===== src/rtl/rx_tag_fifo.sv =====
module rx_tag_fifo #(
  parameter int DW    = 8,
  parameter int TW    = 3,
  parameter int DEPTH = 16
) (
  input  logic          clk,
  input  logic          rst_n,
  input  logic          wr_en,
  input  logic [DW-1:0] wr_data,
  input  logic [TW-1:0] wr_tags,
  input  logic          rd_en,
  input  logic          status_rd,
  input  logic          fifo_en,
  input  logic          irq_en,
  input  logic [1:0]    trig_sel,
  input  logic [1:0]    word_len,
  input  logic          bit_tick,
  output logic [DW-1:0] head_data,
  output logic [TW-1:0] head_tags,
  output logic          data_ready,
  output logic          overrun,
  output logic          irq
);
  localparam int AW = $clog2(DEPTH);
  localparam int EW = DW + TW;
  localparam int CW = 7;

  logic [EW-1:0] mem [DEPTH];
  logic [AW:0]   wp, rp;
  logic          en_q, tout;
  logic [CW-1:0] tcnt;

  wire [AW:0] count = wp - rp;
  wire        empty = (count == '0);
  wire [AW:0] cap   = fifo_en ? (AW+1)'(DEPTH) : (AW+1)'(1);
  wire        full  = (count >= cap);
  wire        flush = (fifo_en != en_q);
  wire        wr_ok = wr_en && !full && !flush;
  wire        rd_ok = rd_en && !empty && !flush;
  wire [CW-1:0] lim = CW'(32) + CW'({word_len, 2'b00});

  logic [AW:0] trig;
  always_comb begin
    case (trig_sel)
      2'd0:    trig = (AW+1)'(1);
      2'd1:    trig = (AW+1)'(4);
      2'd2:    trig = (AW+1)'(8);
      default: trig = (AW+1)'(14);
    endcase
  end

  wire level = fifo_en ? (count >= trig) : !empty;

  assign head_data  = empty ? '0 : mem[rp[AW-1:0]][DW-1:0];
  assign head_tags  = empty ? '0 : mem[rp[AW-1:0]][EW-1:DW];
  assign data_ready = !empty;
  assign irq        = irq_en && (level || tout);

  always_ff @(posedge clk)
    if (wr_ok) mem[wp[AW-1:0]] <= {wr_tags, wr_data};

  always_ff @(posedge clk or negedge rst_n) begin
    if (!rst_n) begin
      wp      <= '0;
      rp      <= '0;
      en_q    <= 1'b0;
      overrun <= 1'b0;
      tcnt    <= '0;
      tout    <= 1'b0;
    end else begin
      en_q <= fifo_en;
      if (status_rd) overrun <= 1'b0;
      if (wr_en && full && !flush) overrun <= 1'b1;
      if (flush) begin
        wp   <= '0;
        rp   <= '0;
        tcnt <= '0;
        tout <= 1'b0;
      end else begin
        if (wr_ok) wp <= wp + 1'b1;
        if (rd_ok) rp <= rp + 1'b1;
        if (wr_ok || rd_ok || empty || !fifo_en) tcnt <= '0;
        else if (bit_tick && !tout) begin
          if (tcnt == lim - 1'b1) begin
            tout <= 1'b1;
            tcnt <= '0;
          end else tcnt <= tcnt + 1'b1;
        end
        if (rd_ok) tout <= 1'b0;
      end
    end
  end

  assert_no_overflow_R1: assert property (@(posedge clk) disable iff (!rst_n)
    count <= (AW+1)'(DEPTH));

  assert_read_pops_R2: assert property (@(posedge clk) disable iff (!rst_n)
    (rd_en && !empty && !wr_en && !flush) |=> count == $past(count) - 1'b1);

  assert_drop_flags_R3: assert property (@(posedge clk) disable iff (!rst_n)
    (wr_en && full && !flush) |=> overrun);

  assert_single_cap_R4: assert property (@(posedge clk) disable iff (!rst_n)
    (!fifo_en && !en_q) |-> count <= (AW+1)'(1));

  assert_top_level_irq_R5: assert property (@(posedge clk) disable iff (!rst_n)
    (irq_en && fifo_en && count >= (AW+1)'(14)) |-> irq);

  assert_tout_needs_data_R6: assert property (@(posedge clk) disable iff (!rst_n)
    tout |-> !empty);

  assert_flush_empties_R8: assert property (@(posedge clk) disable iff (!rst_n)
    flush |=> empty);
endmodule


===== config.mk =====
export PLATFORM = sky130hd
export DESIGN_NAME = rx_tag_fifo
export DESIGN_NICKNAME = d
export VERILOG_FILES = /design/src/rtl/rx_tag_fifo.sv
export SDC_FILE = /design/constraint.sdc
export NUM_CORES = 1
export LEC_CHECK = 0
export BUFFER_PORTS_ARGS = -buffer_cell sky130_fd_sc_hd__buf_4
export CORE_UTILIZATION = 40
export DETAILED_ROUTE_END_ITERATION = 10
export GPL_TIMING_DRIVEN = 0
export SLEW_MARGIN = 20
export SYNTH_ARGS = -nofsm -noshare
export SYNTH_HDL_FRONTEND = slang
export SYNTH_SLANG_ARGS = --single-unit

===== constraint.sdc =====
create_clock -name clk -period 3.4 [get_ports clk]
set_clock_uncertainty 0.05 [all_clocks]
set_input_delay 0.51 -clock clk [delete_from_list [all_inputs] [get_ports clk]]
set_output_delay 0.51 -clock clk [all_outputs]
set_load 0.01 [all_outputs]

# After elaboration in Yosys (flattened, before gate mapping)
# Memory sizes are Yosys's and may differ from the RTL's.
# Index checks and enable logic that the tools add are counted.
[word_totals]
regBits = 20
latch_bits = 0
ramBits = 176
rom_bits = 0
inputBits = 23
out_inout_bits = 14
elab_cells = 68
memories = 1
[memory_table]
columns = ["memory", "words", "width", "rd", "rd_clocked_by_memory_dff", "wr", "line_no", "rtl"]
rows = [
  ["mem", 16, 11, 1, 0, 1, "28", "logic [EW-1:0] mem [DEPTH];"],
]
[classes]
addsub = 6
mul = 0
div_mod_pow = 0
magnitude_cmp = 2
eq_ne = 5
shifts = 0
muxes = 22
bitwise_logic = 0
reduce_logical = 26
[ops]
columns = ["cell", "count"]
rows = [
  ["7-bit two-way mux", 4],
  ["5-bit two-way mux", 5],
  ["4-bit one-hot mux with 3 select lines", 1],
  ["5-bit by 1-bit adder with 5-bit output, second input constant", 2],
  ["5-bit greater-or-equal comparator", 2],
  ["1-bit two-way mux", 10],
  ["3-bit nonzero test", 3],
  ["1-bit logical AND", 8],
  ["8-bit two-way mux", 1],
  ["6-bit by 4-bit adder with 7-bit output, first input constant", 1],
  ["7-bit by 1-bit adder with 7-bit output, second input constant", 1],
  ["7-bit == test", 1],
  ["7-bit by 1-bit subtractor with 7-bit output, second input constant", 1],
  ["2-bit nonzero test", 3],
  ["1-bit zero test", 5],
  ["5-bit zero test", 1],
  ["5-bit subtractor", 1],
  ["1-bit logical OR", 4],
  ["3-bit two-way mux", 1],
  ["3-bit != test, second input constant", 1],
  ["3-bit AND reduction", 1],
  ["2-bit by 1-bit == test with 1-bit output, second input constant", 1],
  ["2-bit == test, second input constant", 1],
  ["2-bit zero test", 1],
  ["1-bit != test", 1],
]

# Depth between registers and ports, before layout
[logic_depth]
ltp_word = 11
mapped_depth = 13
depth_no_buf = 12

# Worst setup path after synthesis
# Ideal clock, no wire load.
[synth_path]
kind = "register -> register"
startpoint = "reg rp[1]"
endpoint = "mem mem[3][0] (netlist name), enable pin"
setup_time_ns = 0.349
t_arrival_ns = 3.063
required_time_ns = 3.001
setup_slack_ns = -0.062
stages_incl_launch_ff = 12
path_buffers = 2
period_less_slack_ns = 3.462
cell_sequence = "dfrtp_1 -> buf_2 -> buf_1 -> inv_1 -> fa_1 -> a21o_1 -> a21oi_2 -> xnor2_2 -> ha_1 -> a21oi_2 -> nor4b_2 -> and2_1"
[synth_between]
elab_chain_len = 7
[synth_rtl]
columns = ["item", "line_no", "rtl"]
rows = [
  ["start, declared", "29", "logic [AW:0] wp, rp;"],
  ["start signal, assigned", "81", "if (rd_ok) rp <= rp + 1'b1;"],
  ["5-bit subtractor", "33", "wire [AW:0] count = wp - rp;"],
  ["5-bit greater-or-equal comparator", "36", "wire full = (count >= cap);"],
  ["1-bit zero test", "38", "wire wr_ok = wr_en && !full && !flush;"],
  ["1-bit logical AND (2 in series)", "38", ""],
  ["1-bit two-way mux", "60", "if (wr_ok) mem[wp[AW-1:0]] <= {wr_tags, wr_data};"],
  ["1-bit two-way mux (implied by the code)", "60", ""],
  ["end, declared", "28", ""],
]
# Every way passes these cells.

# Worst setup path after layout
[layout_path]
startpoint = "reg rp[1]"
endpoint = "out irq"
[layout_between]
elab_chain_len = 6
word_cells_on_any_way = 7
cone_classes = "add/sub: 1; order compare: 1; mux: 1; reduce/logical: 4"
[layout_rtl]
columns = ["item", "line_no", "rtl"]
rows = [
  ["5-bit subtractor (*)", "33", ""],
  ["branches (longest 2 deep; another with 5-bit greater-or-equal comparator)", "-", ""],
  ["1-bit two-way mux (*)", "52", "wire level = fifo_en ? (count >= trig) : !empty;"],
  ["1-bit logical OR (*)", "57", "assign irq = irq_en && (level || tout);"],
  ["1-bit logical AND (*)", "57", ""],
  ["end, declared", "22", "output logic irq"],
]
# Mark *: on every way between the ends.

==> flow_summary.yaml <==
outcome:
  status: "finished clean"
yosys:
  synth_edf_count: 176
  synth_top_cell_area_share_pct: 63.9
  synth_cell_type_count: 51
  syn_area_um2: 8280
  async_reset_ff_share_pct: 10.2
  syn_avg_cell_area_um2: 19.2
  synth_seq_area_share_pct: 69.9
  ys_warn_count: 0
  syn-num-nets: 471
  syn_inst: 430
  synth_top_cell_by_area: "edfxtp_1"
  synth_seq_cells: 196
  netlist_top_cells_area: "edfxtp_1, mux4_2, dfrtp_1"
  synthFlopType: "edfxtp_1"
critical_path:
  crit_path_end_kind: "output pin"
  required_ps: 2840
  path_class: "register to output pin"
  cp-start-kind: "register"
  crit_slowest_cell: "fa_2"
  crit_chain: "buf_6, buf_12, inv_2, fa_2, a21o_1, a21oi_2, xnor2_2, nor4_4, buf_4, a22oi_1, o21a_1, buf_6"
  crit_top_cell: "buf_6"
  path_max_fanout: 3
  slowest_delay_ps: 380
  arrival_ps: 2720
grt:
  grt_pass1_wl_um: 26500
  track_usage_pct: 17.6
  grt_start_max_net_pins: 21
  grt_pass1_vias: 4366
  grt-ovfl-total: 0
  antenna_found_initial: 0
power:
  p_sw_mw: 2.12
  p_comb_share_pct: 33.3
  power_density_nw_per_um2: 720
  netSwitchingFraction_pct: 29.7
  internal_power_mw: 5.02
  power_frac_seq_pct: 38.1
  p_leak_nw: 3.35
  irDropWorstVdd_uv: 434
  p_clk_share_pct: 28.6
sta:
  finalHoldViolCount: 0
  max_slew_margin_pct: 51.8
  fin_crit_sh_pct: 96.5
  rsz0062_at_grt: "true"
  finalSetupViolCount: 0
  period_minus_slack_ps: 3280
  setup_tns_ps: 0
  final-max-slew-violation-count: 0
  fmax_mhz: 305
  max_slew.worst_pin.slew_ps: 720
cells_and_area:
  drive_gt1_share_pct: 40.3
  area_growth_pct: 19.8
  diodes: 0
  final_common_cell: "edfxtp_1"
  final_cell_area_um2: 9920
  layout.nets: 542
  layout_common_cells: "edfxtp_1, mux4_2, buf_4"
floorplanning:
  die_h_um: 146
  core_area_um2: 20200
  rows: 52
  initial_utilization_pct: 40.9
  die_w_um: 146
  boundaryPins: 37
  dieArea_um2: 21300
route:
  vias_per_cell: 5.32
  drtAntennaViolNets: 0
  avgRoutedWirePerCell_um: 22.3
  vias: 4170
  drt_pass1_iterations: 4
  drc_errors: 0
  wl_um: 17500
  drt-initial-drc-count: 231
clock_tree:
  cts_made_buffers: 17
  root_buffer: "clkbuf_16"
  cts_tree: "done"
  cts_num_sinks: 196
  clock_latency_ps: 430
  htree_levels: 4
  clk_pin_slew_ps: 70
  cts_buffer_depth: 2
placed_design:
  placed_cell_area_um2: 8890
  port_buffers: 36
  dp_hpwl_um: 10800
  gp_congestion: 0.752
min_path:
  hold_class: "primary input to register"
flow_run:
  drv_cap: 0
-- synth_stat cells, drive strengths merged (2+ instances only) --
cell and instances:
nand3 4, nor2 17, nor4b 3, a31o 3
ha 17, and2 24, a21oi 13, nor2b 2
xnor2 7, inv 14, buf 10, xor2 7
and4b 5, clkbuf 7, and3 2, mux4 55
nand2 10, o21ai 6, nor4 2, nand2b 3
dfrtp 20, or3 3, edfxtp 176, nand4 4
-- cells by family after synthesis --
group	share of synthesized area (%)
buffers and inverters	1.86
adder cells (fa/ha/maj)	2.81
XOR/XNOR	1.57
flip-flops	69.9
AO/OA/AOI/OAI	2.54
multiplexers	15.1
AND/OR/NAND/NOR	6.23
-- metal layers --
layer,vias up,part of all wire (%),global-route usage (%)
met5,-,0,0
met4,0,2.7,6.95
met3,22,3.9,3.86
met2,105,50,28.7
met1,2170,43,23.0
li1,1873,-,-
-- path summary, 6_finish.rpt --
kind	to	from	slack, ps	cells after the start
max	irq	rp[1]$_DFFE_PN0N_	120	12
min	en_q$_DFF_PN0_	fifo_en	180	1
max reg2reg	mem[12][4]$_DFFE_PP_	rp[1]$_DFFE_PN0N_	190	11
min reg2reg	overrun$_DFFE_PN0P_	overrun$_DFFE_PN0P_	490	2
max in group asynchronous	rp[0]$_DFFE_PN0N_	rst_n	2610	2
min in group asynchronous	overrun$_DFFE_PN0P_	rst_n	440	2
-- flip-flops by register name (all words and copies together) (netlist names) --
name     count
en_q         1
mem        176
overrun      1
rp           5
tcnt         7
tout         1
wp           5
-- cell type report --
cell class                 instances  area [um^2]
timing repair buffer              54          485
clock inverter                    15          186
sequential                       196         5790
inverter                          14         56.3
buffer                            15          168
multi-input combinational        203         2470
tap                              270          338
fill                            1653        10300
clock buffer                      17          425
-- through the flow --
stage / power [mW] / util (%) / hold slack, ps / instances / setup slack (ps)
floorplan: 4.05 / - / 164 / 430 / 3.13
global placement: 4.73 / 44.0 / 357 / 736 / -1080
detailed placement: 4.76 / 44.0 / 362 / 736 / -1160
CTS: 7.02 / 48.2 / 163 / 779 / 1.76
global route: 7.46 / 49.0 / 162 / 784 / -33.0
finish: 7.14 / 49.0 / 178 / 784 / 121
-- worst max-delay path, delay by kind of cell, from the launching register on --
kind | cells | cell delay [ps]
xor+xnor | 1 | 130
compound gates | 4 | 620
simple gates | 1 | 210
buf+inv | 5 | 560
flops | 1 | 370
fa+ha+maj | 1 | 380
-- power groups by stage --
stage | clock network, mW | registers [mW] | logic (mW)
floorplan | 0 | 2.77 | 1.28
global placement | 0 | 2.77 | 1.96
detailed placement | 0 | 2.78 | 1.98
CTS | 2.06 | 2.72 | 2.23
global route | 2.16 | 2.73 | 2.56
finish | 2.04 | 2.72 | 2.38
-- repair_timing --
item	in CTS	in global routing
pin swaps	2	4
hold buffers	1	0
cloned	0	0
endpoints found under the hold margin	20	0
setup endpoints to repair	208	177
buffers inserted	11	6
gates resized for setup	48	29
Note: power is estimated with default switching activity, not from simulation.
